[config.mk]
export PLATFORM = sky130hd
export DESIGN_NAME = angle_serial_port
export DESIGN_NICKNAME = d
export VERILOG_FILES = /design/src/rtl/angle_serial_pkg.sv /design/src/rtl/angle_serial_sync.sv /design/src/rtl/angle_serial_ctrl.sv /design/src/rtl/angle_serial_datapath.sv /design/src/rtl/angle_serial_port.sv
export SDC_FILE = /design/constraint.sdc
export NUM_CORES = 1
export LEC_CHECK = 0
export BUFFER_PORTS_ARGS = -buffer_cell sky130_fd_sc_hd__buf_2
export CORE_ASPECT_RATIO = 0.8
export CORE_MARGIN = 4
export CORE_UTILIZATION = 60
export DETAILED_ROUTE_END_ITERATION = 7
export PLACE_DENSITY = 0.89
export SLEW_MARGIN = 20
export SYNTH_ARGS = -nofsm -noshare
export SYNTH_HDL_FRONTEND = slang
export SYNTH_HIERARCHICAL = 1
export SYNTH_SLANG_ARGS = --single-unit
[constraint.sdc]
create_clock -name clk -period 2.95 [get_ports clk]
set_input_delay 0.4425 -clock clk [delete_from_list [all_inputs] [get_ports clk]]
set_output_delay 0.4425 -clock clk [all_outputs]
set_load 0.03 [all_outputs]
[src/rtl/angle_serial_pkg.sv]
package angle_serial_pkg;

  // Strobes from the edge-detect control to the frame datapath
  typedef struct packed {
    logic captureSample;  // sample strobe fell
    logic loadFrame;      // read strobe fell with chip select low
    logic clearOut;       // read strobe rose
    logic shiftBit;       // serial clock rose
  } ctrlStrobes_t;

endpackage

[src/rtl/angle_serial_sync.sv]
module angle_serial_sync #(
  parameter int WIDTH     = 4,
  parameter int STAGES    = 2,
  parameter logic [WIDTH-1:0] IDLE_VAL = '1
) (
  input  logic             clk,
  input  logic             rstN,
  input  logic [WIDTH-1:0] rawIn,
  output logic [WIDTH-1:0] curOut,
  output logic [WIDTH-1:0] prevOut
);

  localparam int LAST = STAGES - 1;

  logic [WIDTH-1:0] stageQ [STAGES];
  logic [WIDTH-1:0] prevQ;

  always_ff @(posedge clk or negedge rstN) begin
    if (!rstN) begin
      for (int s = 0; s < STAGES; s++) stageQ[s] <= IDLE_VAL;
      prevQ <= IDLE_VAL;
    end else begin
      stageQ[0] <= rawIn;
      for (int s = 1; s < STAGES; s++) stageQ[s] <= stageQ[s-1];
      prevQ <= stageQ[LAST];
    end
  end

  assign curOut  = stageQ[LAST];
  assign prevOut = prevQ;

endmodule

[src/rtl/angle_serial_ctrl.sv]
module angle_serial_ctrl
  import angle_serial_pkg::*;
#(
  parameter int SYNC_STAGES = 2
) (
  input  logic         clk,
  input  logic         rstN,
  input  logic         sampleN,
  input  logic         rdN,
  input  logic         csN,
  input  logic         sclk,
  output ctrlStrobes_t strb
);

  localparam int PIN_COUNT = 4;
  localparam int SAMPLE_BIT = 3;
  localparam int RD_BIT = 2;
  localparam int CS_BIT = 1;
  localparam int SCLK_BIT = 0;

  logic [PIN_COUNT-1:0] pinCur;
  logic [PIN_COUNT-1:0] pinPrev;
  logic [PIN_COUNT-1:0] pinFell;
  logic [PIN_COUNT-1:0] pinRose;

  angle_serial_sync #(
    .WIDTH   (PIN_COUNT),
    .STAGES  (SYNC_STAGES),
    .IDLE_VAL('1)
  ) u_sync (
    .clk    (clk),
    .rstN   (rstN),
    .rawIn  ({sampleN, rdN, csN, sclk}),
    .curOut (pinCur),
    .prevOut(pinPrev)
  );

  assign pinFell = pinPrev & ~pinCur;
  assign pinRose = ~pinPrev & pinCur;

  always_comb begin
    strb = '0;
    strb.captureSample = pinFell[SAMPLE_BIT];
    strb.loadFrame     = pinFell[RD_BIT] & ~pinCur[CS_BIT];
    strb.clearOut      = pinRose[RD_BIT];
    strb.shiftBit      = pinRose[SCLK_BIT];
  end

endmodule

[src/rtl/angle_serial_datapath.sv]
module angle_serial_datapath
  import angle_serial_pkg::*;
#(
  parameter int DATA_W = 12
) (
  input  logic              clk,
  input  logic              rstN,
  input  ctrlStrobes_t      strb,
  input  logic [DATA_W-1:0] angleIn,
  input  logic [DATA_W-1:0] velIn,
  input  logic              degradeIn,
  input  logic              trackLossIn,
  input  logic              selPos,
  output logic              sdo,
  output logic              sdoOe
);

  localparam int STATUS_W = 3;
  localparam int FRAME_W  = DATA_W + STATUS_W + 1;
  localparam int UPPER_W  = FRAME_W - 1;

  logic [DATA_W-1:0]  posHold;
  logic [DATA_W-1:0]  velHold;
  logic [FRAME_W-1:0] shiftQ;
  logic               oeQ;
  logic [DATA_W-1:0]  selWord;
  logic [UPPER_W-1:0] frameUpper;
  logic               parityBit;
  logic               shiftNow;

  always_comb begin
    selWord    = selPos ? posHold : velHold;
    frameUpper = {selWord, selPos, degradeIn, trackLossIn};
    parityBit  = ~(^frameUpper);
    shiftNow   = strb.shiftBit & oeQ & ~strb.loadFrame & ~strb.clearOut;
  end

  always_ff @(posedge clk or negedge rstN) begin
    if (!rstN) begin
      posHold <= '0;
      velHold <= '0;
    end else if (strb.captureSample) begin
      posHold <= angleIn;
      velHold <= velIn;
    end
  end

  always_ff @(posedge clk or negedge rstN) begin
    if (!rstN) begin
      shiftQ <= '0;
      oeQ    <= 1'b0;
    end else if (strb.loadFrame) begin
      shiftQ <= {frameUpper, parityBit};
      oeQ    <= 1'b1;
    end else if (strb.clearOut) begin
      oeQ <= 1'b0;
    end else if (shiftNow) begin
      shiftQ <= {shiftQ[FRAME_W-2:0], 1'b0};
    end
  end

  assign sdo   = shiftQ[FRAME_W-1];
  assign sdoOe = oeQ;


  capture_holds_chk: assert property (@(posedge clk) disable iff (!rstN)
    strb.captureSample |=> (posHold == $past(angleIn)) && (velHold == $past(velIn)));


  odd_parity_chk: assert property (@(posedge clk) disable iff (!rstN)
    strb.loadFrame |=> (^shiftQ) && oeQ);


  status_taken_chk: assert property (@(posedge clk) disable iff (!rstN)
    strb.loadFrame |=> shiftQ[3:1] == $past({selPos, degradeIn, trackLossIn}));


  shift_order_chk: assert property (@(posedge clk) disable iff (!rstN)
    shiftNow |=> shiftQ[FRAME_W-1] == $past(shiftQ[FRAME_W-2]));


  zero_fill_chk: assert property (@(posedge clk) disable iff (!rstN)
    shiftNow |=> !shiftQ[0]);


  release_chk: assert property (@(posedge clk) disable iff (!rstN)
    (strb.clearOut && !strb.loadFrame) |=> !oeQ);

endmodule

[src/rtl/angle_serial_port.sv]
module angle_serial_port
  import angle_serial_pkg::*;
#(
  parameter int DATA_W      = 12,
  parameter int SYNC_STAGES = 2
) (
  input  logic              clk,
  input  logic              rstN,
  input  logic [DATA_W-1:0] angleIn,
  input  logic [DATA_W-1:0] velIn,
  input  logic              degradeIn,
  input  logic              trackLossIn,
  input  logic              sampleN,
  input  logic              selPos,
  input  logic              csN,
  input  logic              rdN,
  input  logic              sclk,
  output logic              sdo,
  output logic              sdoOe
);

  ctrlStrobes_t strb;

  angle_serial_ctrl #(
    .SYNC_STAGES(SYNC_STAGES)
  ) u_ctrl (
    .clk    (clk),
    .rstN   (rstN),
    .sampleN(sampleN),
    .rdN    (rdN),
    .csN    (csN),
    .sclk   (sclk),
    .strb   (strb)
  );

  angle_serial_datapath #(
    .DATA_W(DATA_W)
  ) u_dp (
    .clk        (clk),
    .rstN       (rstN),
    .strb       (strb),
    .angleIn    (angleIn),
    .velIn      (velIn),
    .degradeIn  (degradeIn),
    .trackLossIn(trackLossIn),
    .selPos     (selPos),
    .sdo        (sdo),
    .sdoOe      (sdoOe)
  );

endmodule

**After elaboration in Yosys (flattened, before gate mapping)**

Index checks and enable logic that the tools add are counted.
Widths: inputs -> output; s select.

- Eq/ne operators: 1
- Muxes and demuxes: 6
- Bitwise logic cells: 12
- Reductions and logical operators: 4

Operators with widths:

| cell | number |
|---|---|
| $mux 16 | 3 |
| $reduce_xor 15->1 | 1 |
| $mux 12 | 1 |
| $and 1x1->1 | 4 |
| $and 4x4->4 | 1 |
| $not 1->1 | 4 |
| $not 4->4 | 1 |
| $reduce_bool 2->1 | 2 |
| $and 3x3->3 | 1 |
| $not 3->3 | 1 |
| $mux 1 | 2 |
| $ne 2x1->1 const B | 1 |
| $reduce_and 2->1 | 1 |

- Flip-flop bits (word level): 53
- Bits of input ports: 33
- Output and inout bits: 2
- Word-level logic and storage cells: 30

**Longest topological paths before layout**

Gate-level depths: netlist of run 1.

- Depth in word-level cells: 9
- Mapped depth: 8
- Gate-level depth less buffers: 6

**Cells and area by module**

The synthesis of run 1 kept the hierarchy.

Modules (own cells, without submodules):

| module | times used | cells each | area an instance (um^2) | seq. area each (um^2) |
|---|---|---|---|---|
| angle_serial_datapath | 1 | 158 | 2001.9 | 1026.0 |
| angle_serial_sync | 1 | 16 | 345.3 | 315.3 |
| angle_serial_ctrl | 1 | 4 | 33.8 | 0.0 |

**Worst setup path after synthesis of run 1**

OpenSTA, ideal clock, no wires.

- Kind: input -> register
- Start: input selPos
- End: register u_dp.shiftQ[0]
- Library setup time: 0.079 ns
- Data arrival time: 1.712 ns
- Required time: 2.871 ns
- Setup slack: 1.159 ns
- Stages on the path: 6
- Path buffers: 1
- Cells stage by stage: buf_6 > mux2i_1 > xnor3_1 > xnor3_1 > xnor3_1 > mux2i_1

- Word-level cells in the longest chain between the ends: 4

RTL lines:

| item | line | text |
|---|---|---|
| start, declared | angle_serial_port.sv:14 | `input logic selPos,` |
| $mux 12 | angle_serial_datapath.sv:32 | `selWord = selPos ? posHold : velHold;` |
| $reduce_xor 15->1 * | angle_serial_datapath.sv:34 | `parityBit = ~(^frameUpper);` |
| $not 1->1 * | angle_serial_datapath.sv:34 |  |
| $mux 16 * | angle_serial_datapath.sv:52 | `end else if (strb.loadFrame) begin` |
| end signal, assigned | angle_serial_datapath.sv:53 | `shiftQ <= {frameUpper, parityBit};` |
| end signal, assigned | angle_serial_datapath.sv:58 | `shiftQ <= {shiftQ[FRAME_W-2:0], 1'b0};` |
| end, declared | angle_serial_datapath.sv:24 | `logic [FRAME_W-1:0] shiftQ;` |

Every way passes the cells marked *; elsewhere a longest branch is shown, timed or not.
A chain may end at the register's enable or synchronous reset.

**Worst setup path after layout of run 1**

Same ends and word-level chain as after synthesis.

==> results_dict.tcl, run 1 <==
set metrics [dict create \
    crit_path_end_kind "flop" \
    cp_max_fo 18 \
    finalSetupTns_ps 0 \
    ios 35 \
    core_sq_mm 0.00378 \
    hold_viol 0 \
    critPathSlowestCell "xnor3_1" \
    cts_made_buffers 5 \
    crit_chain "buf_2 > mux2i_1 > xnor3_1 > xnor3_1 > xnor3_1 > mux2i_1" \
    n_fill_cell 256 \
    area_delta_synth_final_pct 11.4 \
    gp_routability_congestion 0.803 \
    slew_violations 0 \
    syn-num-nets 210 \
    drc_errors 0 \
    r2r_slack_ps 1050 \
    cts_setup_buffers 0 \
    layout.nets 238 \
    cpMostUsedCell "xnor3_1" \
    die_w_um 78.0 \
    whs_ps 157 \
    power.leakage_uw 0.00116 \
    fin_skew_ps 6.76 \
    clockRootBuffer "clkbuf_8" \
    rows 20 \
    min_period_ps 2020 \
    track_usage_pct 19.4 \
    die_area_sq_mm 0.00500 \
    ant_nets 0 \
    synth_cells 177 \
    grt_max_degree 53 \
    cts_tree "yes" \
    min_path_type "in -> async" \
    fin_crit_sh_pct 68.6 \
    ir_drop_mv 0.396 \
    port_buffers 34 \
    finalInstanceArea_sq_mm 0.00262 \
    reg2reg_depth 6 \
    final_util_pct 69.4 \
    die_h_um 64.0 \
    drive_gt1_share_pct 40.8 \
    vias 1446 \
    clock.fmax_mhz 494 \
    drt_pass1_iterations 4 \
    rsz0062_at_grt "false" \
    grt_pass1_vias 1528 \
    cap_violations 0 \
    r2r_end "u_dp/shiftQ[7]$_DFFE_PN0P_" \
    tightest_slew_ps 613 \
    critPathKind "in -> reg" \
    clk_latency_ps 290 \
    power_density_mw_per_mm2 668 \
    maxSlewHeadroom_pct 59.1 \
    status "completed" \
    cts_sinks 52 \
    reg2reg_from "u_ctrl/u_sync/prevOut[2]$_DFF_PN1_" \
    slowest_delay_ps 440 \
    dpl.hpwl_um 3120 \
    start_util_pct 62.3 \
    vias_per_cell 5.54 \
    antenna_cells 0 \
    wl_per_cell_um 16.8 \
    critical_path_required_ps 3160 \
    yosysWarningCount 6 \
    cts.repair.resized 0 \
    postCtsHoldBufs 0 \
    grt_antenna_before_repair 0 \
    wl_um 4380 \
    place_ws_ps 657 \
    grt_pass1_wl_um 7410 \
    cp_data_arrival_time_ps 2230 \
    place_area_sq_mm 0.00253 \
    drt_iter0_drc 214 \
    h-tree-depth 2 \
    clock_path_buffers 2 \
    setup_viol 0 \
    clk_pin_slew_ps 90 \
    critPathLaunchType "input port" \
    netlist_area_sq_mm 0.00235 \
    setup_ws_ps 928 \
    synth.avg_cell_area_sq_um 13.3 \
    grt_overflow 0 \
]
==> per-layer routing <==
| metal | up-vias | wire length, um | track usage, % |
|---|---|---|---|
| li1 | 669 | - | - |
| met1 | 710 | 1840 | 25.7 |
| met2 | 55 | 2180 | 30.8 |
| met3 | 12 | 265 | 5.35 |
| met4 | 0 | 101 | 7.21 |
| met5 | - | 0 | 0 |
==> critical path: cells and delay by family <==
kind | cells | cell delay, ps
buf+inv | 1 | 420
mux | 2 | 480
xor+xnor | 3 | 880
==> metrics by stage <==
| stage | std cells | power [uW] |
|---|---|---|
| floorplan | 177 | 1240 |
| detailed placement | 253 | 1360 |
| global placement | 253 | 1330 |
| CTS | 261 | 1760 |
| finish | 261 | 1750 |
| global route | 261 | 1850 |
==> layout by cell type (no fill, tap or decap), types with 2 or more instances in the layout <==
cell and instances:
buf_2 33, buf_4 3, xnor3_1 3, mux2_2 24, a211oi_1 12, a21oi_1 13, dfrtp_1 41, clkbuf_8 6
clkinv_2 2, and2_1 12, mux2i_1 18, o21ai_0 3, xor2_1 5, nand2_1 4, xnor2_1 5, dfstp_2 11
==> state kept, by name, summed over array words and instances (netlist names) <==
register               count
u_dp/sdoOe                 1
u_dp/posHold              12
u_ctrl/u_sync/prevOut      3
u_ctrl/u_sync/stageQ       4
u_dp/shiftQ               16
u_dp/velHold              12
u_ctrl/u_sync/curOut       4
==> power breakdown <==
group          switching, uW  internal [uW]
Sequential              85.1            841
Clock                    210            187
Combinational            186            244
==> layout make-up <==
type / instances / area, sq um / share of cell area [%]
Inverter: 1 / 3.75 / 0.143
Timing Repair Buffer: 36 / 188 / 7.16
Clock inverter: 2 / 10.0 / 0.382
Multi-Input combinational cell: 109 / 955 / 36.4
Sequential cell: 52 / 1320 / 50.1
Clock buffer: 6 / 82.6 / 3.15
Tap cell: 55 / 68.8 / 2.62
==> how the worst max path moves through the flow <==
stage,startpoint,end,slack (ps),cells after the start
final,selPos,u_dp/shiftQ[0]$_DFFE_PN0P_,930,6
after global routing,u_ctrl/u_sync/prevOut[2]$_DFF_PN1_,u_dp/shiftQ[15]$_DFFE_PN0P_,870,6
after CTS,selPos,u_dp/shiftQ[0]$_DFFE_PN0P_,960,6
after detailed placement,selPos,u_dp/shiftQ[0]$_DFFE_PN0P_,660,6
after global placement,selPos,u_dp/shiftQ[0]$_DFFE_PN0P_,820,6
after floorplan,selPos,u_dp/shiftQ[0]$_DFFE_PN0P_,1160,6
(Power assumes the default switching activity.)
==> run 2: changes to the inputs <==
ABC_AREA = 1   (was default)
CORE_UTILIZATION = 51   (was 60)
PLACE_DENSITY = 0.81   (was 0.89)
clock period = 1.7 ns   (was 2.95 ns; I/O delays follow)
==> results_dict.tcl, run 2 <==
set metrics [dict create \
    status "completed" \
    clockRootBuffer "clkbuf_8" \
    finalSetupTns_ps 0 \
    dpl.hpwl_um 3780 \
    route.met2.wl_um 2130 \
    rows 22 \
    clk_latency_ps 300 \
    setup_viol 0 \
    ir_drop_mv 0.540 \
    grt_antenna_before_repair 0 \
    grt_pass1_wl_um 8960 \
    vias_per_cell 5.02 \
    gp_routability_congestion 0.845 \
    cts_setup_buffers 0 \
    whs_ps 47.6 \
    layout.nets 388 \
    synth_cells 321 \
    clock_path_buffers 2 \
    met3_wirelength_um 354 \
    multi_input_area_sq_um 997 \
    fin_skew_ps 7.33 \
    die_area_sq_mm 0.00623 \
    slew_violations 0 \
    cp_max_fo 3 \
    ant_nets 0 \
    ios 35 \
    area_delta_synth_final_pct 12.6 \
    h-tree-depth 2 \
    cap_violations 0 \
    min_period_ps 1470 \
    wl_met1_um 2420 \
    n_fill_cell 411 \
    slowest_delay_ps 390 \
    cpMostUsedCell "nand2_1" \
    grt_pass1_vias 1969 \
    tightest_slew_ps 432 \
    track_usage_pct 18.2 \
    power.leakage_uw 0.00147 \
    drc_errors 0 \
    regMostFlops "u_dp/shiftQ" \
    clk_pin_slew_ps 90 \
    grt_overflow 0 \
    critical_path_required_ps 1900 \
    vias 2085 \
    syn-num-nets 354 \
    antenna_cells 0 \
    postCtsHoldBufs 1 \
    min_path_type "in -> reg" \
    reg_top3 "u_dp/shiftQ x16, u_dp/posHold x12, u_dp/velHold x12" \
    layout_commonest_cell "nand2_1" \
    die_w_um 87.2 \
    drt_pass1_iterations 4 \
    core_sq_mm 0.00471 \
    cp_num_buf_inv 2 \
    power_density_mw_per_mm2 1030 \
    netlist_area_sq_mm 0.00256 \
    fin_crit_sh_pct 86.6 \
    rsz0062_at_grt "false" \
    cp_data_arrival_time_ps 1680 \
    crit_path_end_kind "flop" \
    hold_viol 0 \
    grt_max_degree 36 \
    port_buffers 34 \
    die_h_um 71.4 \
    cp_top_family "simple AND/OR/NAND/NOR gates" \
    route.top_layer_used "met4" \
    drive_gt1_share_pct 22.3 \
    cts_tree "yes" \
    wl_per_cell_um 12.0 \
    clock.fmax_mhz 679 \
    cts_sinks 52 \
    start_util_pct 54.4 \
    critPathLaunchType "flop" \
    crit_chain "inv_1 > nand2_1 > nand2_1 > nand2_1 > nand2_1 > clkinv_1 > nand2_1 > nand3_1 > nand2_1 > nand2_1 > nand3_1 > nand2_1" \
    yosysWarningCount 6 \
    largest_reg_flops 16 \
    cts.repair.resized 0 \
    seqCellArea_sq_mm 0.00132 \
    synth.avg_cell_area_sq_um 7.98 \
    critPathSlowestCell "dfrtp_1" \
    maxSlewHeadroom_pct 71.2 \
    cts_made_buffers 5 \
    wl_um 4990 \
    final_cell_mix "124 x nand2_1, 41 x dfrtp_1, 34 x buf_2" \
    drt_iter0_drc 177 \
    critPathKind "reg -> reg" \
]
## run 2: path summary, 6_finish.rpt
check,start,endpoint,slack (ps),cells after the start
setup / recovery,u_dp/velHold[7]$_DFFE_PN0P_,u_dp/shiftQ[0]$_DFFE_PN0P_,230,12
hold / removal,sclk,u_ctrl/u_sync/stageQ[4]$_DFF_PN1_,50,1
setup reg to reg,u_dp/velHold[7]$_DFFE_PN0P_,u_dp/shiftQ[0]$_DFFE_PN0P_,230,12
hold reg to reg,u_ctrl/u_sync/stageQ[4]$_DFF_PN1_,u_ctrl/u_sync/curOut[0]$_DFF_PN1_,360,0
max in group asynchronous,rstN,u_ctrl/u_sync/stageQ[7]$_DFF_PN1_,690,3
min in group asynchronous,rstN,u_dp/shiftQ[15]$_DFFE_PN0P_,410,2
## run 2: through the flow
stage / std cells / setup slack [ps] / area (sq um) / power [uW] / util (%)
final: 415 / 228 / 2880 / 2960 / 61.2
after global routing: 415 / 85.5 / 2880 / 3190 / 61.2
after CTS: 415 / 248 / 2880 / 2980 / 61.2
after detailed placement: 407 / 47.9 / 2780 / 2240 / 59.0
after global placement: 407 / 157 / 2780 / 2210 / 59.0
after floorplan: 321 / 128 / 2560 / 2040 / -
## run 2: layer usage
| layer | vias to the layer above | track usage, % |
|---|---|---|
| met2 | 61 | 25.5 |
| met4 | 0 | 7.16 |
| met3 | 9 | 4.02 |
| li1 | 1071 | - |
| met5 | - | 0 |
| met1 | 944 | 27.2 |
## run 2: layout make-up
type	count	share of cell area [%]
tap	60	2.60
inverter	35	4.56
multi-input combinational	216	34.6
clock buffer	7	3.34
timing repair buffer	45	9.29
sequential	52	45.6
## run 2: where the power goes
| part | internal (uW) | switching, uW |
|---|---|---|
| Clock | 363 | 371 |
| Sequential | 1440 | 104 |
| Combinational | 260 | 419 |
| Total | 2070 | 894 |
==> run 3: changes to the inputs <==
HOLD_SLACK_MARGIN = 0.15   (was default)
==> results_dict.tcl, run 3 (synthesized netlist as in run 2, its figures left out) <==
set metrics [dict create \
    status "completed" \
    die_h_um 71.4 \
    drt_pass1_iterations 4 \
    clock.fmax_mhz 681 \
    wl_per_cell_um 12.0 \
    clk_pin_slew_ps 90 \
    r2r_end "u_dp/shiftQ[0]$_DFFE_PN0P_" \
    finalSetupTns_ps 0 \
    hold_viol 0 \
    cts.repair.resized 0 \
    final_cell_mix "124 x nand2_1, 41 x dfrtp_1, 34 x buf_2" \
    critPathLaunchType "flop" \
    postCtsHoldBufs 8 \
    cts_setup_buffers 0 \
    drive_gt1_share_pct 21.8 \
    grt_overflow 0 \
    critical_path_required_ps 1900 \
    setup_viol 0 \
    worstHoldStart "angleIn[5]" \
    cts_sinks 52 \
    core_sq_mm 0.00471 \
    rsz0062_at_grt "false" \
    n_fill_cell 402 \
    layout.nets 395 \
    gp_routability_congestion 0.845 \
    total_power_uw 2970 \
    holdPathEnd "u_dp/posHold[5]$_DFFE_PN0P_" \
    critPathKind "reg -> reg" \
    crit_chain "inv_1 > nand2_1 > nand2_1 > nand2_1 > nand2_1 > clkinv_1 > nand2_1 > nand3_1 > nand2_1 > nand2_1 > nand3_1 > nand2_1" \
    whs_path_depth 3 \
    grt_pass1_vias 2000 \
    min_path_type "in -> reg" \
    grt_antenna_before_repair 0 \
    cp_data_arrival_time_ps 1670 \
    power_density_mw_per_mm2 1010 \
    area_delta_synth_final_pct 15.3 \
    cap_violations 0 \
    die_w_um 87.2 \
    start_util_pct 54.4 \
    fin_skew_ps 7.15 \
    antenna_cells 0 \
    clockRootBuffer "clkbuf_8" \
    reg2reg_depth 12 \
    ir_drop_mv 0.551 \
    cp_top_family "simple AND/OR/NAND/NOR gates" \
    dpl.hpwl_um 3780 \
    wl_um 5080 \
    h-tree-depth 2 \
    port_buffers 34 \
    r2r_slack_ps 230 \
    power.leakage_uw 0.00150 \
    grt_max_degree 36 \
    regMostFlops "u_dp/shiftQ" \
    die_area_sq_mm 0.00623 \
    cpMostUsedCell "nand2_1" \
    layout_commonest_cell "nand2_1" \
    critPathSlowestCell "dfrtp_1" \
    slowest_delay_ps 390 \
    vias 2105 \
    track_usage_pct 18.5 \
    drc_errors 0 \
    ios 35 \
    cp_num_buf_inv 2 \
    crit_path_end_kind "flop" \
    largest_reg_flops 16 \
    ant_nets 0 \
    maxSlewHeadroom_pct 71.1 \
    reg_top3 "u_dp/shiftQ x16, u_dp/posHold x12, u_dp/velHold x12" \
    min_period_ps 1470 \
    rows 22 \
    tightest_slew_ps 434 \
    cp_max_fo 3 \
    cts_tree "yes" \
    clock_path_buffers 2 \
    vias_per_cell 4.99 \
    cts_made_buffers 5 \
    fin_crit_sh_pct 86.4 \
    clk_latency_ps 300 \
    drt_iter0_drc 204 \
    grt_pass1_wl_um 9110 \
    reg2reg_from "u_dp/velHold[7]$_DFFE_PN0P_" \
    slew_violations 0 \
]
## run 3: worst min-delay path, delay by kind of cell
kind	cells	cell delay [ps]
AND/OR/NAND/NOR	1	40
buffers and inverters	1	70
AO/OA/AOI/OAI	1	60
## run 3: through the flow
| step | instances | area, sq um | hold slack (ps) | setup slack (ps) | utilization (%) |
|---|---|---|---|---|---|
| after floorplan | 321 | 2560 | -40.6 | 128 | - |
| after global placement | 407 | 2780 | 226 | 157 | 59.0 |
| after detailed placement | 407 | 2780 | 225 | 47.9 | 59.0 |
| after CTS | 422 | 2950 | 153 | 248 | 62.7 |
| after global routing | 422 | 2950 | 154 | 85.5 | 62.7 |
| final | 422 | 2950 | 162 | 231 | 62.7 |
## run 3: how the worst max path moves through the flow
stage / startpoint / endpoint / slack (ps) / cells after the start
after CTS: u_ctrl/u_sync/curOut[2]$_DFF_PN1_ / u_dp/shiftQ[12]$_DFFE_PN0P_ / 250 / 9
final: u_dp/velHold[7]$_DFFE_PN0P_ / u_dp/shiftQ[0]$_DFFE_PN0P_ / 230 / 12
after global placement: selPos / u_dp/shiftQ[0]$_DFFE_PN0P_ / 160 / 13
after detailed placement: selPos / u_dp/shiftQ[0]$_DFFE_PN0P_ / 50 / 13
after global routing: u_dp/posHold[7]$_DFFE_PN0P_ / u_dp/shiftQ[0]$_DFFE_PN0P_ / 90 / 12
after floorplan: u_ctrl/u_sync/curOut[2]$_DFF_PN1_ / u_dp/shiftQ[10]$_DFFE_PN0P_ / 130 / 10
## run 3: metal layers
layer	GRT usage (%)	routed length [um]
met5	0	0
met3	4.02	361
met2	26.2	2190
met4	7.16	85
met1	27.6	2440
## run 3: area by class of cell
cell class                 count  area (sq um)  share of cell area, %
clock buffer                   7          96.3                   3.26
inverter                      35           131                   4.45
multi-input combinational    216           997                   33.8
sequential                    52          1320                   44.5
tap                           60          75.1                   2.54
timing repair buffer          52           338                   11.4
## run 3: power breakdown
group	switching, uW	internal, uW
registers	104	1440
logic	422	271
clock network	369	363
total	895	2080
